## src/rtl/snco_pkg.sv

```systemverilog
package snco_pkg;
  parameter int ACC_W  = 32;
  parameter int BYTE_W = 8;
  localparam int BYTES = ACC_W / BYTE_W;

  typedef struct packed {
    logic [BYTES-1:0] byteWe;  // one strobe per increment byte
    logic             commit;  // top byte written: load working increment
    logic             clear;   // phase clear
  } sncoStrobes_t;
endpackage

```

## src/rtl/snco_ctrl.sv

```systemverilog
module snco_ctrl
  import snco_pkg::*;
#(
  parameter logic [7:0] BASE_ADDR = 8'h63
) (
  input  logic         wrEn,
  input  logic [7:0]   wrAddr,
  input  logic         phaseClr,
  output sncoStrobes_t strobes
);
  logic [BYTES-1:0] hit;

  for (genvar i = 0; i < BYTES; i++) begin : g_dec
    assign hit[i] = wrEn && (wrAddr == 8'(BASE_ADDR + i));
  end

  always_comb begin
    strobes.byteWe = hit;
    strobes.commit = hit[BYTES-1];
    strobes.clear  = phaseClr;
  end
endmodule

```

## src/rtl/snco_dp.sv

```systemverilog
module snco_dp
  import snco_pkg::*;
#(
  parameter int PHASE_W = 10
) (
  input  logic               clk,
  input  logic               rstN,
  input  sncoStrobes_t       strobes,
  input  logic [BYTE_W-1:0]  wrData,
  output logic [ACC_W-1:0]   incWork,
  output logic [ACC_W-1:0]   accQ,
  output logic [PHASE_W-1:0] phaseOut
);
  logic [BYTES-2:0][BYTE_W-1:0] shadowQ;
  logic [ACC_W-1:0]             commitWord;

  for (genvar i = 0; i < BYTES - 1; i++) begin : g_shadow
    always_ff @(posedge clk or negedge rstN) begin
      if (!rstN)                  shadowQ[i] <= '0;
      else if (strobes.byteWe[i]) shadowQ[i] <= wrData;
    end
  end

  // Top byte comes straight from the bus; lower bytes from the shadow.
  assign commitWord = {wrData, shadowQ};

  always_ff @(posedge clk or negedge rstN) begin
    if (!rstN)               incWork <= '0;
    else if (strobes.commit) incWork <= commitWord;
  end

  always_ff @(posedge clk or negedge rstN) begin
    if (!rstN)              accQ <= '0;
    else if (strobes.clear) accQ <= '0;
    else                    accQ <= accQ + incWork;
  end

  assign phaseOut = accQ[ACC_W-1 -: PHASE_W];
endmodule

```

## src/rtl/subcarrier_nco.sv

```systemverilog
module subcarrier_nco
  import snco_pkg::*;
#(
  parameter logic [7:0] BASE_ADDR = 8'h63,
  parameter int         PHASE_W   = 10
) (
  input  logic               clk,
  input  logic               rstN,
  input  logic               wrEn,
  input  logic [7:0]         wrAddr,
  input  logic [BYTE_W-1:0]  wrData,
  input  logic               phaseClr,
  output logic [ACC_W-1:0]   phaseAcc,
  output logic [PHASE_W-1:0] phaseOut
);
  sncoStrobes_t     strobes;
  logic [ACC_W-1:0] incWork;

  snco_ctrl #(.BASE_ADDR(BASE_ADDR)) u_ctrl (
    .wrEn(wrEn), .wrAddr(wrAddr), .phaseClr(phaseClr), .strobes(strobes)
  );

  snco_dp #(.PHASE_W(PHASE_W)) u_dp (
    .clk(clk), .rstN(rstN), .strobes(strobes), .wrData(wrData),
    .incWork(incWork), .accQ(phaseAcc), .phaseOut(phaseOut)
  );
endmodule

```

## config.mk

```make
export PLATFORM = sky130hd
export DESIGN_NAME = subcarrier_nco
export DESIGN_NICKNAME = d
export VERILOG_FILES = /design/src/rtl/snco_pkg.sv /design/src/rtl/snco_ctrl.sv /design/src/rtl/snco_dp.sv /design/src/rtl/subcarrier_nco.sv
export SDC_FILE = /design/constraint.sdc
export NUM_CORES = 1
export LEC_CHECK = 0
export CELL_PAD_IN_SITES_DETAIL_PLACEMENT = 1
export CELL_PAD_IN_SITES_GLOBAL_PLACEMENT = 2
export CORE_MARGIN = 10
export CORE_UTILIZATION = 30
export CTS_BUF_LIST = sky130_fd_sc_hd__clkbuf_8
export CTS_CLUSTER_SIZE = 40
export DETAILED_ROUTE_END_ITERATION = 10
export PLACE_DENSITY = 0.74
export SLEW_MARGIN = 25
export SYNTH_ARGS = -nofsm -noshare
export SYNTH_HDL_FRONTEND = slang
export SYNTH_SLANG_ARGS = --single-unit
```

## constraint.sdc

```tcl
create_clock -name clk -period 2.9 [get_ports clk]
set_input_delay 0.58 -clock clk [delete_from_list [all_inputs] [get_ports clk]]
set_output_delay 0.58 -clock clk [all_outputs]
set_load 0.005 [all_outputs]
```

After elaboration in Yosys (flattened, before gate mapping)

Index checks and enable logic that the tools add are counted.

Register bits: 88
Logic and storage cells: 15
Output and inout port bits: 42
Input bits: 20

Reductions and logical operators: 4
$add $sub $neg: 1
Muxes and demuxes: 1
Eq/ne operators: 4

Operator list:

| cell               | count |
|---|---|
| $add 32x32->32     | 1 |
| $eq 8x7->1 const B | 4 |
| $mux 32            | 1 |
| $logic_and 1x1->1  | 4 |

Logic depth before layout (Yosys ltp)

Gate-level depths: netlist (run 1).

Depth after elaboration: 2
Depth in mapped cells: 9
Gate-level depth less buffers: 9

Modules after synthesis

From an unflattened synthesis (run 1), not the netlist that was laid out.

Cell total of the unflattened synthesis: 491
Area, all modules: 5113.7 um2

Modules (own cells, without submodules):

| module    | area an instance (um2) | instances | cells an instance | sequential area each (um2) |
|---|---|---|---|---|
| snco_dp   | 5029.8                 | 1         | 480               | 2202.1 |
| snco_ctrl | 83.8                   | 1         | 11                | 0.0 |

Least setup slack after synthesis (run 1)

Ideal clock, no wire load.

Kind: register -> register
Start point: reg u_dp.accQ[0]
End point: reg u_dp.accQ[20]
Setup time: 0.125 ns
Cell stages (with the launch flop): 10
Required time: 2.775 ns
Period minus slack after synthesis: 2.423 ns
Path slack: 0.477 ns
Path buffers: 0
Arrival time: 2.298 ns
Cell sequence: dfrtp_1 ha_1 inv_1 fa_1 and2b_2 o2111ai_4 a211o_4 a31oi_4 o31ai_2 mux2_4

Longest elaborated chain between the ends: 2

Ends and longest elaborated chain:

| item                   | line          | source |
|---|---|---|
| start, declared        | snco_dp.sv:11 | `output logic [ACC_W-1:0] accQ,` |
| start signal, assigned | snco_dp.sv:35 | `else accQ <= accQ + incWork;` |
| $add 32x32->32         | snco_dp.sv:35 |  |
| $mux 32                | snco_dp.sv:34 | `else if (strobes.clear) accQ <= '0;` |

Every way passes these cells.
A chain may end at the register's enable or synchronous reset.

Worst setup path in the final report (run 1)

Start point: reg u_dp.accQ[0]
End point: reg u_dp.accQ[22]

The elaborated chain is that of the path after synthesis.

==> metrics.md, run 1 <==
| Metric | Value |
|---|---|
| Maximum root-to-sink buffer count | `2` |
| Tcrit/Tclk final | `0.951` |
| First-pass GRT wire length | `between 20,000 and 25,000 µm` |
| Nets | `between 500 and 600` |
| # DRC | `0` |
| Max cap viols | `0` |
| CTS tree | `done` |
| Share of cells above drive strength 1 | `0.194` |
| Commonest register cell after synthesis | `dfrtp_1` |
| Power per standard cell area | `roughly 390 nW/µm²` |
| Final Hold Fails | `0` |
| Initial Util | `0.309` |
| Number of port buffers | `between 60 and 70` |
| GRT Util Overall | `0.137` |
| GP Congestion | `0.861` |
| DIE WIDTH | `between 150 and 200 µm` |
| Hold WS | `roughly 0.24 ns` |
| Post-synth ARST share | `1.00` |
| Post-layout util | `0.367` |
| Non-filler instance count after layout | `about 770` |
| Vias/cell | `5.20` |
| Core area | `between 15,000 and 20,000 µm²` |
| Clk_skew | `around 0.012 ns` |
| Setup crit end kind | `register` |
| Final setup viols | `0` |
| Post-Place Worst Slack | `between 0.2 and 0.25 ns` |
| Placed cells | `750` |
| Unrepaired setup endpoints after global routing | `no` |
| Gr ovfl total | `0` |
| First drt pass iteration count | `4` |
| Critical path peak fanout | `4` |
| Fmax achieved | `~360 MHz` |
| Area Growth Syn to Fin | `19.0%` |
| Critical path class | `register to register` |
| Net Count, Synth | `approximately 540` |
| Vias in the first global route | `between 4,000 and 5,000` |
| Placed cell area | `~6000 µm²` |
| Violation count after the first detailed-routing iteration | `175` |
| Relative slew margins | `0.529` |
| Clock transition at the registers of the reported paths | `between 0.1 and 0.15 ns` |
| DP HPWL | `around 12,000 µm` |
| Clock Latency Late Sink | `between 0.3 and 0.4 ns` |
| Status | `completed` |
| Final Max Tran Viols | `0` |
| Die Span Y | `between 150 and 200 µm` |
| Final ANT Viol Nets | `0` |
| Largest net degree at the start of global routing | `50` |
| Final worst path period need | `roughly 2.8 ns` |
| Synth area leader | `dfrtp_1` |
| Number of diodes | `0` |
| Hold_buf cts | `0` |
| Final setup margin | `roughly 0.14 ns` |
| CTS Sinks | `88` |
| DR vias | `between 3,000 and 4,000` |
| Core Rows | `47` |
| Synth top area share | `0.426` |
| Largest cells by area after synthesis | `dfrtp_1, mux2_2, ha_1, nor2_1, a21oi_1` |
| Routed WL per cell | `between 15 and 20 µm` |
| Crit path DAT | `3.04 ns` |
| Total Power | `approximately 2.4 mW` |
| Post-synth EDFFs | `0` |
| Post-synthesis sequential area ratio | `0.426` |
| Die area | `22,900 µm²` |
| Worst setup SP type | `register` |
| Max IR drop VDD | `roughly 0.41 mV` |
| Mapped Area | `5170 µm²` |
| Worst min path class | `primary input to asynchronous set/reset pin` |
| Initial antenna violation count | `0` |
| Clock root buffer | `clkbuf_8` |
| Setup TNS | `0 ns` |
| Slew @ Worst Pin | `0.706 ns` |
| CP required | `3.18 ns` |
| I/O pin count | `62` |
| Yosys Warn Count | `0` |
| Syn avg cell area | `10.7 µm²` |
| # Post-CTS Setup Buffers | `0` |
| Cell count after synthesis | `roughly 490` |
| H-Tree Depth | `3` |
| P_leak | `roughly 2.8 nW` |
| Synth Register Bits | `between 80 and 90` |
| Num CTS Buffers | `9` |
| Synth cell types | `a little under 70` |
| Design Area, Final | `between 6000 and 7000 µm²` |
| Post_cts resized | `0` |
| Total wire length | `roughly 15,000 µm` |
-- power breakdown --
group          internal (mW)  total (mW)  switching (mW)
registers               1.26        1.29          0.0304
logic                  0.141       0.279           0.137
clock network          0.327       0.841           0.514
-- cells in the final DEF (no fill, tap or decap), types with 7 or more instances in the layout --
| master | instances |
|---|---|
| dfrtp_1 | 88 |
| clkdlybuf4s50_1 | 60 |
| mux2_2 | 57 |
| nor2_1 | 39 |
| nand2_1 | 34 |
| ha_1 | 31 |
| a21oi_1 | 28 |
| nor3_1 | 20 |
| o21ai_0 | 17 |
| buf_4 | 12 |
| a21o_1 | 10 |
| nor2b_1 | 9 |
| clkbuf_8 | 9 |
| a211oi_1 | 8 |
| xnor2_1 | 8 |
| a21oi_2 | 7 |
| o21ai_1 | 7 |
-- synthesized netlist by cell type, types with 2 or more instances --
master / n
xnor2_1: 8
nor3_1: 20
dfrtp_1: 88
nor4_1: 2
mux2_4: 2
xor2_1: 4
nand2b_1: 4
nand4_1: 6
nand4b_1: 3
o21ai_0: 17
a21boi_0: 2
ha_1: 31
a211oi_1: 8
buf_2: 6
nor2b_1: 9
a2bb2oi_1: 2
nor3b_1: 3
a21oi_1: 28
mux2_1: 6
clkbuf_1: 5
o21ai_1: 7
mux2_2: 57
o21a_1: 6
inv_1: 6
a21oi_2: 7
and3_1: 2
and2_1: 2
a22oi_1: 2
o211ai_1: 6
buf_6: 3
a21o_1: 10
buf_4: 11
nand2_1: 34
nand3_1: 5
and2b_2: 2
nor2_1: 39
-- area by class of cell --
cell class | count | area, µm²
Tap cell | 220 | 275
Clock buffer | 9 | 124
Clock inverter | 7 | 67.6
Sequential cell | 88 | 2200
Fill cell | 1882 | 10600
Inverter | 6 | 22.5
Timing Repair Buffer | 72 | 691
Multi-Input combinational cell | 364 | 2780
-- layer usage --
layer / vias to the layer above / global-route usage / wire, µm
met5: - / 0 / 0
met4: 0 / 0.0332 / 167
met3: 12 / 0.0313 / 710
met2: 77 / 0.226 / 7350
met1: 2009 / 0.178 / 7020
li1: 1888 / - / -
-- worst paths after layout --
check	cells past startpoint	to	slack, ns	startpoint
worst max-delay path	9	u_dp.accQ[22]$_DFF_PN0_	0.14	u_dp.accQ[0]$_DFF_PN0_
worst min-delay path	1	u_dp.incWork[4]$_DFFE_PN0P_	0.24	rstN
worst max register to register	9	u_dp.accQ[22]$_DFF_PN0_	0.14	u_dp.accQ[0]$_DFF_PN0_
worst min register to register	1	u_dp.incWork[7]$_DFFE_PN0P_	0.51	u_dp.commitWord[7]$_DFFE_PN0P_
max in group asynchronous	2	u_dp.incWork[30]$_DFFE_PN0P_	1.97	rstN
min in group clk	1	u_dp.incWork[7]$_DFFE_PN0P_	0.51	u_dp.commitWord[7]$_DFFE_PN0P_
-- critical path: stages (launching register included) --
cell and delay (ns):
dfrtp_1 0.37, ha_1 0.19, inv_1 0.06, fa_1 0.37, and2b_2 0.26, o2111ai_4 0.16, a211oi_2 0.38, o2bb2ai_1 0.26
a2bb2oi_1 0.25, mux2_2 0.36
-- registers in the layout (all words and copies together) (netlist names) --
signal           count
u_dp.incWork        32
u_dp.commitWord     24
u_dp.accQ           32
-- kinds of logic after synthesis --
group | Yosys count | synth area share
compound gates | 117 | 0.163
xor+xnor | 12 | 0.0203
fa+ha+maj | 32 | 0.0788
buf+inv | 33 | 0.0380
flops | 88 | 0.426
mux | 66 | 0.145
simple gates | 137 | 0.129
Note: power is estimated with default switching activity, not from simulation.
==> run 2, diff against run 1 <==
--- a/config.mk
+++ b/config.mk
@@ -5,6 +5,7 @@
 export SDC_FILE = /design/constraint.sdc
 export NUM_CORES = 1
 export LEC_CHECK = 0
+export ABC_AREA = 1
 export CELL_PAD_IN_SITES_DETAIL_PLACEMENT = 1
 export CELL_PAD_IN_SITES_GLOBAL_PLACEMENT = 2
 export CORE_MARGIN = 10
@@ -12,7 +13,8 @@
 export CTS_BUF_LIST = sky130_fd_sc_hd__clkbuf_8
 export CTS_CLUSTER_SIZE = 40
 export DETAILED_ROUTE_END_ITERATION = 10
-export PLACE_DENSITY = 0.74
+export PLACE_DENSITY = 0.81
+export RECOVER_POWER = 25
 export SLEW_MARGIN = 25
 export SYNTH_ARGS = -nofsm -noshare
 export SYNTH_HDL_FRONTEND = slang
==> metrics.md, run 2 <==
| Metric | Value |
|---|---|
| Status | `finished with violations` |
| Violated checks | `capacitance limit, slew limit` |
| Cell count after synthesis | `759 (+56%)` |
| Initial antenna violation count | `0 (unchanged)` |
| Crit path buffers/inverters | `0 (-1)` |
| Setup TNS | `0 ns (unchanged)` |
| Number of port buffers | `61 (unchanged)` |
| Final worst path period need | `2.21 ns (-0.546 ns)` |
| Top cells by count, synth | `nand2_1, inv_1, dfrtp_1` |
| Setup crit end kind | `register` |
| Post-Place Worst Slack | `0.716 ns (+0.482 ns)` |
| Mapped Area | `5550 µm² (+7.2%)` |
| I/O pin count | `62 (unchanged)` |
| Power share of the sequential group | `0.556 (+0.020)` |
| Final Hold Fails | `0 (unchanged)` |
| Internal | `1.67 mW (-3.6%)` |
| Tcrit/Tclk final | `0.762 (-0.188)` |
| Clock root buffer | `clkbuf_8` |
| Core area | `18,100 µm² (+7.9%)` |
| DP HPWL | `14,100 µm (+16%)` |
| Commonest cells after routing, fill and taps aside | `nand2_1, inv_1, dfrtp_1` |
| Post-Synth Simple-Gate Area | `0.271 (+0.142)` |
| Synth area leader | `dfrtp_1` |
| Clk pwr share | `0.340 (-0.008)` |
| Post-synthesis sequential area ratio | `0.397 (-0.0284)` |
| Largest net degree at the start of global routing | `63 (+26%)` |
| Maximum root-to-sink buffer count | `2 (unchanged)` |
| Vias/cell | `4.58 (-12%)` |
| Crit path DAT | `2.49 ns (-0.55 ns)` |
| Worst setup SP type | `register` |
| Xor-xnor portion of the synthesized cell area | `0.00948 (-0.0108)` |
| Max IR drop VDD | `0.203 mV (-51%)` |
| Power per standard cell area | `357 nW/µm² (-8.9%)` |
| Post_cts resized | `0 (unchanged)` |
| Relative slew margins | `-0.0822 (-0.611)` |
| Die Span Y | `156 µm (+3.0%)` |
| CP max stage cell | `dfrtp_1` |
| GRT Util Overall | `0.147 (+0.00950)` |
| Delay-heaviest family, CP | `simple AND/OR/NAND/NOR gates` |
| # fillers | `2,249 (+20%)` |
| Die area | `24,300 µm² (+6.2%)` |
| CP cell instances | `ha_1, nand2_1, nor2_1, nand3_1, nand3_1, nand2_1, nand3_1, nand2_1, nand2_1, nor2_1` |
| GP Congestion | `0.857 (-0.46%)` |
| CP required | `3.18 ns (about the same)` |
| Largest family of logic cells by synthesized area | `simple AND/OR/NAND/NOR gates` |
| Total wire length | `17,000 µm (+11%)` |
| Post-layout util | `0.359 (-0.00854)` |
| Number of diodes | `0 (unchanged)` |
| Violation count after the first detailed-routing iteration | `227 (+30%)` |
| Num CTS Buffers | `9 (unchanged)` |
| Clock transition at the registers of the reported paths | `0.10 ns (about the same)` |
| Synth top area share | `0.397 (-0.0284)` |
| CTS Sinks | `88 (unchanged)` |
| Top-count cell post-synth | `nand2_1` |
| # DRC | `0 (unchanged)` |
| Hold WS | `0.494 ns (+0.254 ns)` |
| First-pass GRT wire length | `27,900 µm (+15%)` |
| Hold_buf cts | `0 (unchanged)` |
| Switching portion of total power | `0.279 (-0.00306)` |
| Final ANT Viol Nets | `0 (unchanged)` |
| Total Power | `2.32 mW (-4.0%)` |
| Gr ovfl total | `0 (unchanged)` |
| Slew @ Worst Pin | `1.62 ns (+0.917 ns)` |
| Critical path peak fanout | `5 (+1)` |
| Design Area, Final | `6490 µm² (+5.4%)` |
| Crit-path max cell delay | `0.41 ns (+0.03 ns)` |
| GRT met3 Usage | `0.0237 (-0.00761)` |
| Yosys Warn Count | `0 (unchanged)` |
| P_leak | `3.58 nW (+26%)` |
| Commonest non-fill, non-tap cell in the layout | `nand2_1` |
| Grt met2 use | `0.235 (+0.00840)` |
| Largest cells by area after synthesis | `dfrtp_1, nand2_1, inv_1, ha_1, nor2_1` |
| Unrepaired setup endpoints after global routing | `no` |
| FF-to-FF setup slack | `0.69 ns (+0.55 ns)` |
| Fmax achieved | `452 MHz (+25%)` |
| Placed cell area | `6330 µm² (+6.1%)` |
| Share of cells above drive strength 1 | `0.0708 (-0.123)` |
| Non-filler instance count after layout | `1,048 (+37%)` |
| Commonest register cell after synthesis | `dfrtp_1` |
| Multiplexer share of the synthesized area | `0.0481 (-0.0968)` |
| Placed cells | `1,033 (+38%)` |
| Worst min path class | `register to register` |
| Post-synthesis compound-gate area fraction | `0.0844 (-0.0788)` |
| CTS tree | `done` |
| H-Tree Depth | `3 (unchanged)` |
| Gr busiest metal | `met2` |
| Critical path class | `register to register` |
| Synth cell types | `29 (-57%)` |
| Core Rows | `49 (+4.3%)` |
| Final setup viols | `0 (unchanged)` |
| First drt pass iteration count | `4 (unchanged)` |
| Final Max Tran Viols | `63 (+63)` |
| Synth Register Bits | `88 (unchanged)` |
| Initial Util | `0.307 (-0.00217)` |
| Post-synth EDFFs | `0 (unchanged)` |
| Fraction of power consumed by combinational cells | `0.103 (-0.012)` |
| Net Count, Synth | `811 (+51%)` |
| DR vias | `4,800 (+20%)` |
| Crit-path most repeated cell | `nand2_1` |
| # Post-CTS Setup Buffers | `0 (unchanged)` |
| Max cap viols | `1 (+1)` |
| Psw | `0.648 mW (-5.0%)` |
| Vias in the first global route | `5,112 (+20%)` |
| Nets | `867 (+46%)` |
| GR Util met1 | `0.203 (+0.0242)` |
| Routed WL per cell | `16.2 µm (-19%)` |
| Post-synth ARST share | `1.00 (unchanged)` |
| Clk_skew | `0.0135 ns (+0.00164 ns)` |
| Syn avg cell area | `7.31 µm² (-32%)` |
| Area Growth Syn to Fin | `17.1%` |
| Post-Synth Adder-Cell Area | `0.0736 (-0.00526)` |
| Clock Latency Late Sink | `0.38 ns (about the same)` |
| DIE WIDTH | `156 µm (+3.0%)` |
| Final setup margin | `0.689 ns (+0.546 ns)` |
## run 2: area by class of cell
cell class	count	area, µm²	share of cell area
multi-input combinational	521	2700	0.416
clock buffer	9	124	0.0191
timing repair buffer	66	656	0.101
sequential	88	2200	0.339
tap	229	287	0.0441
inverter	129	484	0.0746
clock inverter	6	38.8	0.00598
## run 2: per-layer routing
layer	vias up	wire length (µm)
li1	2472	-
met2	58	7630
met4	0	187
met1	2255	8640
met5	-	0
met3	15	535
## run 2: worst paths after layout
kind	from	endpoint	cells after the start
setup / recovery	u_dp.accQ[8]$_DFF_PN0_	u_dp.accQ[25]$_DFF_PN0_	10
hold / removal	u_dp.commitWord[12]$_DFFE_PN0P_	u_dp.commitWord[12]$_DFFE_PN0P_	2
setup reg to reg	u_dp.accQ[8]$_DFF_PN0_	u_dp.accQ[25]$_DFF_PN0_	10
hold reg to reg	u_dp.commitWord[12]$_DFFE_PN0P_	u_dp.commitWord[12]$_DFFE_PN0P_	2
max in group asynchronous	rstN	u_dp.accQ[26]$_DFF_PN0_	2
min in group asynchronous	rstN	u_dp.incWork[3]$_DFFE_PN0P_	1
## run 2: worst register-to-register path: cells and delay by family, from the launching register on
family	cells	cell delay (ns)
adder cells (fa/ha/maj)	1	0.41
AND/OR/NAND/NOR	9	1.29
flip-flops	1	0.41
## run 2: cell families (layout without fill, tap and decap cells)
kind of cell | count (synthesis) | in the layout
buffers and inverters | 150 | 210
DFF | 88 | 88
muxes | 23 | 23
xor gates and xnor gates | 6 | 6
and+or+nand+nor | 375 | 375
AOI/OAI and AO/OA | 85 | 85
adders and majority gates | 32 | 32
## run 2: power by group through the flow
stage,registers [mW],logic (mW),clock network [mW]
after floorplan,1.31,0.115,0
after global placement,1.31,0.244,0
after detailed placement,1.32,0.247,0
after CTS,1.29,0.248,0.814
after global routing,1.30,0.274,0.866
final,1.29,0.239,0.789
==> run 3, diff against run 2 <==
==> constraint.sdc (replaced) <==
create_clock -name clk -period 2.3 [get_ports clk]
set_input_delay 0.46 -clock clk [delete_from_list [all_inputs] [get_ports clk]]
set_output_delay 0.46 -clock clk [all_outputs]
set_load 0.005 [all_outputs]
==> metrics.md, run 3 (synthesis results as in run 2) <==
| Metric | Value |
|---|---|
| Tcrit/Tclk final | `0.906 (+0.144)` |
| First-pass GRT wire length | `27,200 µm (-2.6%)` |
| Share of cells above drive strength 1 | `0.0854 (+0.0146)` |
| Met1 WL | `8770 µm (+1.5%)` |
| Clock Latency Late Sink | `0.38 ns (about the same)` |
| Largest net degree at the start of global routing | `47 (-25%)` |
| Commonest non-fill, non-tap cell in the layout | `nand2_1` |
| Final Max Tran Viols | `0 (-100%)` |
| Met3 Wirelength | `420 µm (-21%)` |
| Non-filler instance count after layout | `1,060 (+1.1%)` |
| R2R Path Start | `u_dp.accQ[0]$_DFF_PN0_` |
| I/O pin count | `62 (unchanged)` |
| Gr ovfl total | `0 (unchanged)` |
| Final worst path period need | `2.08 ns (-0.127 ns)` |
| Hold_sp | `u_dp.commitWord[19]$_DFFE_PN0P_` |
| Core Rows | `49 (unchanged)` |
| DIE WIDTH | `156 µm (unchanged)` |
| Area Growth Syn to Fin | `19.6%` |
| Placed cell area | `6430 µm² (+1.5%)` |
| Violation count after the first detailed-routing iteration | `238 (+4.8%)` |
| Fmax achieved | `480 MHz (+6.1%)` |
| Design Area, Final | `6630 µm² (+2.2%)` |
| Vias/cell | `4.56 (-0.43%)` |
| Total wire length | `17,000 µm (about the same)` |
| Initial Util | `0.307 (unchanged)` |
| CTS tree | `done` |
| Total Power | `3.16 mW (+36%)` |
| Hold WS | `0.490 ns (-0.00321 ns)` |
| Crit path DAT | `2.36 ns (-0.13 ns)` |
| # DRC | `0 (unchanged)` |
| Max cap viols | `0 (-1)` |
| Die area | `24,300 µm² (unchanged)` |
| DR vias | `4,834 (+0.71%)` |
| Power per standard cell area | `477 nW/µm² (+33%)` |
| Setup crit end kind | `register` |
| Number of diodes | `0 (unchanged)` |
| DR WL met2 | `7600 µm (-0.42%)` |
| Core area | `18,100 µm² (unchanged)` |
| Relative slew margins | `0.499 (+0.581)` |
| Multi-input logic area | `2710 µm² (+0.37%)` |
| Nets | `879 (+1.4%)` |
| Clock transition at the registers of the reported paths | `0.09 ns (about the same)` |
| GRT Util Overall | `0.144 (-0.00277)` |
| Status | `completed` |
| Clock root buffer | `clkbuf_8` |
| Setup TNS | `0 ns (unchanged)` |
| Worst setup SP type | `register` |
| Seq. cell area | `2200 µm² (unchanged)` |
| DP HPWL | `14,100 µm (+0.11%)` |
| Maximum root-to-sink buffer count | `2 (unchanged)` |
| Post-layout util | `0.367 (+0.00789)` |
| Worst min path class | `register to register` |
| Commonest cells after routing, fill and taps aside | `nand2_1, inv_1, dfrtp_1` |
| Num CTS Buffers | `9 (unchanged)` |
| Routed WL per cell | `16.0 µm (-1.1%)` |
| First drt pass iteration count | `5 (+1)` |
| Placed cells | `1,044 (+1.1%)` |
| P_leak | `3.66 nW (+2.2%)` |
| Final Hold Fails | `0 (unchanged)` |
| Clk_skew | `0.0176 ns (+0.00414 ns)` |
| Final setup margin | `0.216 ns (-0.473 ns)` |
| Max IR drop VDD | `0.218 mV (+7.5%)` |
| # fillers | `2,245 (-0.18%)` |
| Number of port buffers | `61 (unchanged)` |
| GP Congestion | `0.806 (-6.0%)` |
| CP Launch Point | `u_dp.accQ[0]$_DFF_PN0_` |
| CP required | `2.57 ns (-0.61 ns)` |
| Unrepaired setup endpoints after global routing | `no` |
| Critical path class | `register to register` |
| H-Tree Depth | `3 (unchanged)` |
| Initial antenna violation count | `0 (unchanged)` |
| Post-Place Worst Slack | `0.123 ns (-0.592 ns)` |
| Vias in the first global route | `4,912 (-3.9%)` |
| Critical path peak fanout | `5 (unchanged)` |
| Final setup viols | `0 (unchanged)` |
| Die Span Y | `156 µm (unchanged)` |
| DR top layer | `met4` |
| Final ANT Viol Nets | `0 (unchanged)` |
| Slew @ Worst Pin | `0.752 ns (-0.871 ns)` |
| CTS Sinks | `88 (unchanged)` |
run 3: changes by cell type in the layout (fill, tap and decap cells not counted), sizes merged:
| cell | change |
|---|---|
| dlygate4sd3 | +1 |
| clkbuf | +3 |
| bufinv | +2 |
| inv | +1 |
| buf | +8 |
| clkinv | -3 |
run 3: path summary, 6_finish.rpt:
kind	endpoint	slack [ns]	cells past startpoint
setup / recovery	u_dp.accQ[16]$_DFF_PN0_	0.22	13
hold / removal	u_dp.commitWord[19]$_DFFE_PN0P_	0.49	2
setup reg to reg	u_dp.accQ[16]$_DFF_PN0_	0.22	13
hold reg to reg	u_dp.commitWord[19]$_DFFE_PN0P_	0.49	2
max in group asynchronous	u_dp.incWork[22]$_DFFE_PN0P_	0.41	3
min in group asynchronous	u_dp.incWork[7]$_DFFE_PN0P_	0.67	2
run 3: critical path, stage by stage, from the launching register on:
cell and delay (ns):
dfrtp_1 0.37, ha_2 0.24, inv_1 0.07, fa_1 0.37, inv_1 0.15, nand3_1 0.11, nand3_2 0.11, nand2_1 0.06
nand2_1 0.13, inv_1 0.06, o21ai_1 0.15, nand2_1 0.07, nand2_1 0.06, nor2_1 0.04
run 3: routing by layer:
layer  track usage  vias up
met5             0        -
met4        0.0463        0
met3        0.0196       10
met2         0.226       56
met1         0.200     2277
li1              -     2491
run 3: report_power, final:
group | total, mW | switching (mW) | internal [mW] | leakage [nW]
combinational | 0.315 | 0.177 | 0.139 | 2.34
sequential | 1.63 | 0.0370 | 1.59 | 1.22
clock | 1.22 | 0.613 | 0.605 | 0.107
total | 3.16 | 0.827 | 2.34 | 3.66
run 3: cell type report:
class                      count  share of cell area
clock inverter                 6              0.0128
inverter                     129              0.0730
timing repair buffer          78               0.112
tap                          229              0.0432
multi-input combinational    521               0.409
clock buffer                   9              0.0187
sequential                    88               0.332
run 3: repair_timing:
| action | in CTS | in global routing |
|---|---|---|
| endpoints found under the setup margin | 0 | 6 |
| buffers inserted | 0 | 0 |
| gates resized for setup | 0 | 4 |
| endpoints found under the hold margin | 3 | 0 |
| hold buffers | 1 | 0 |
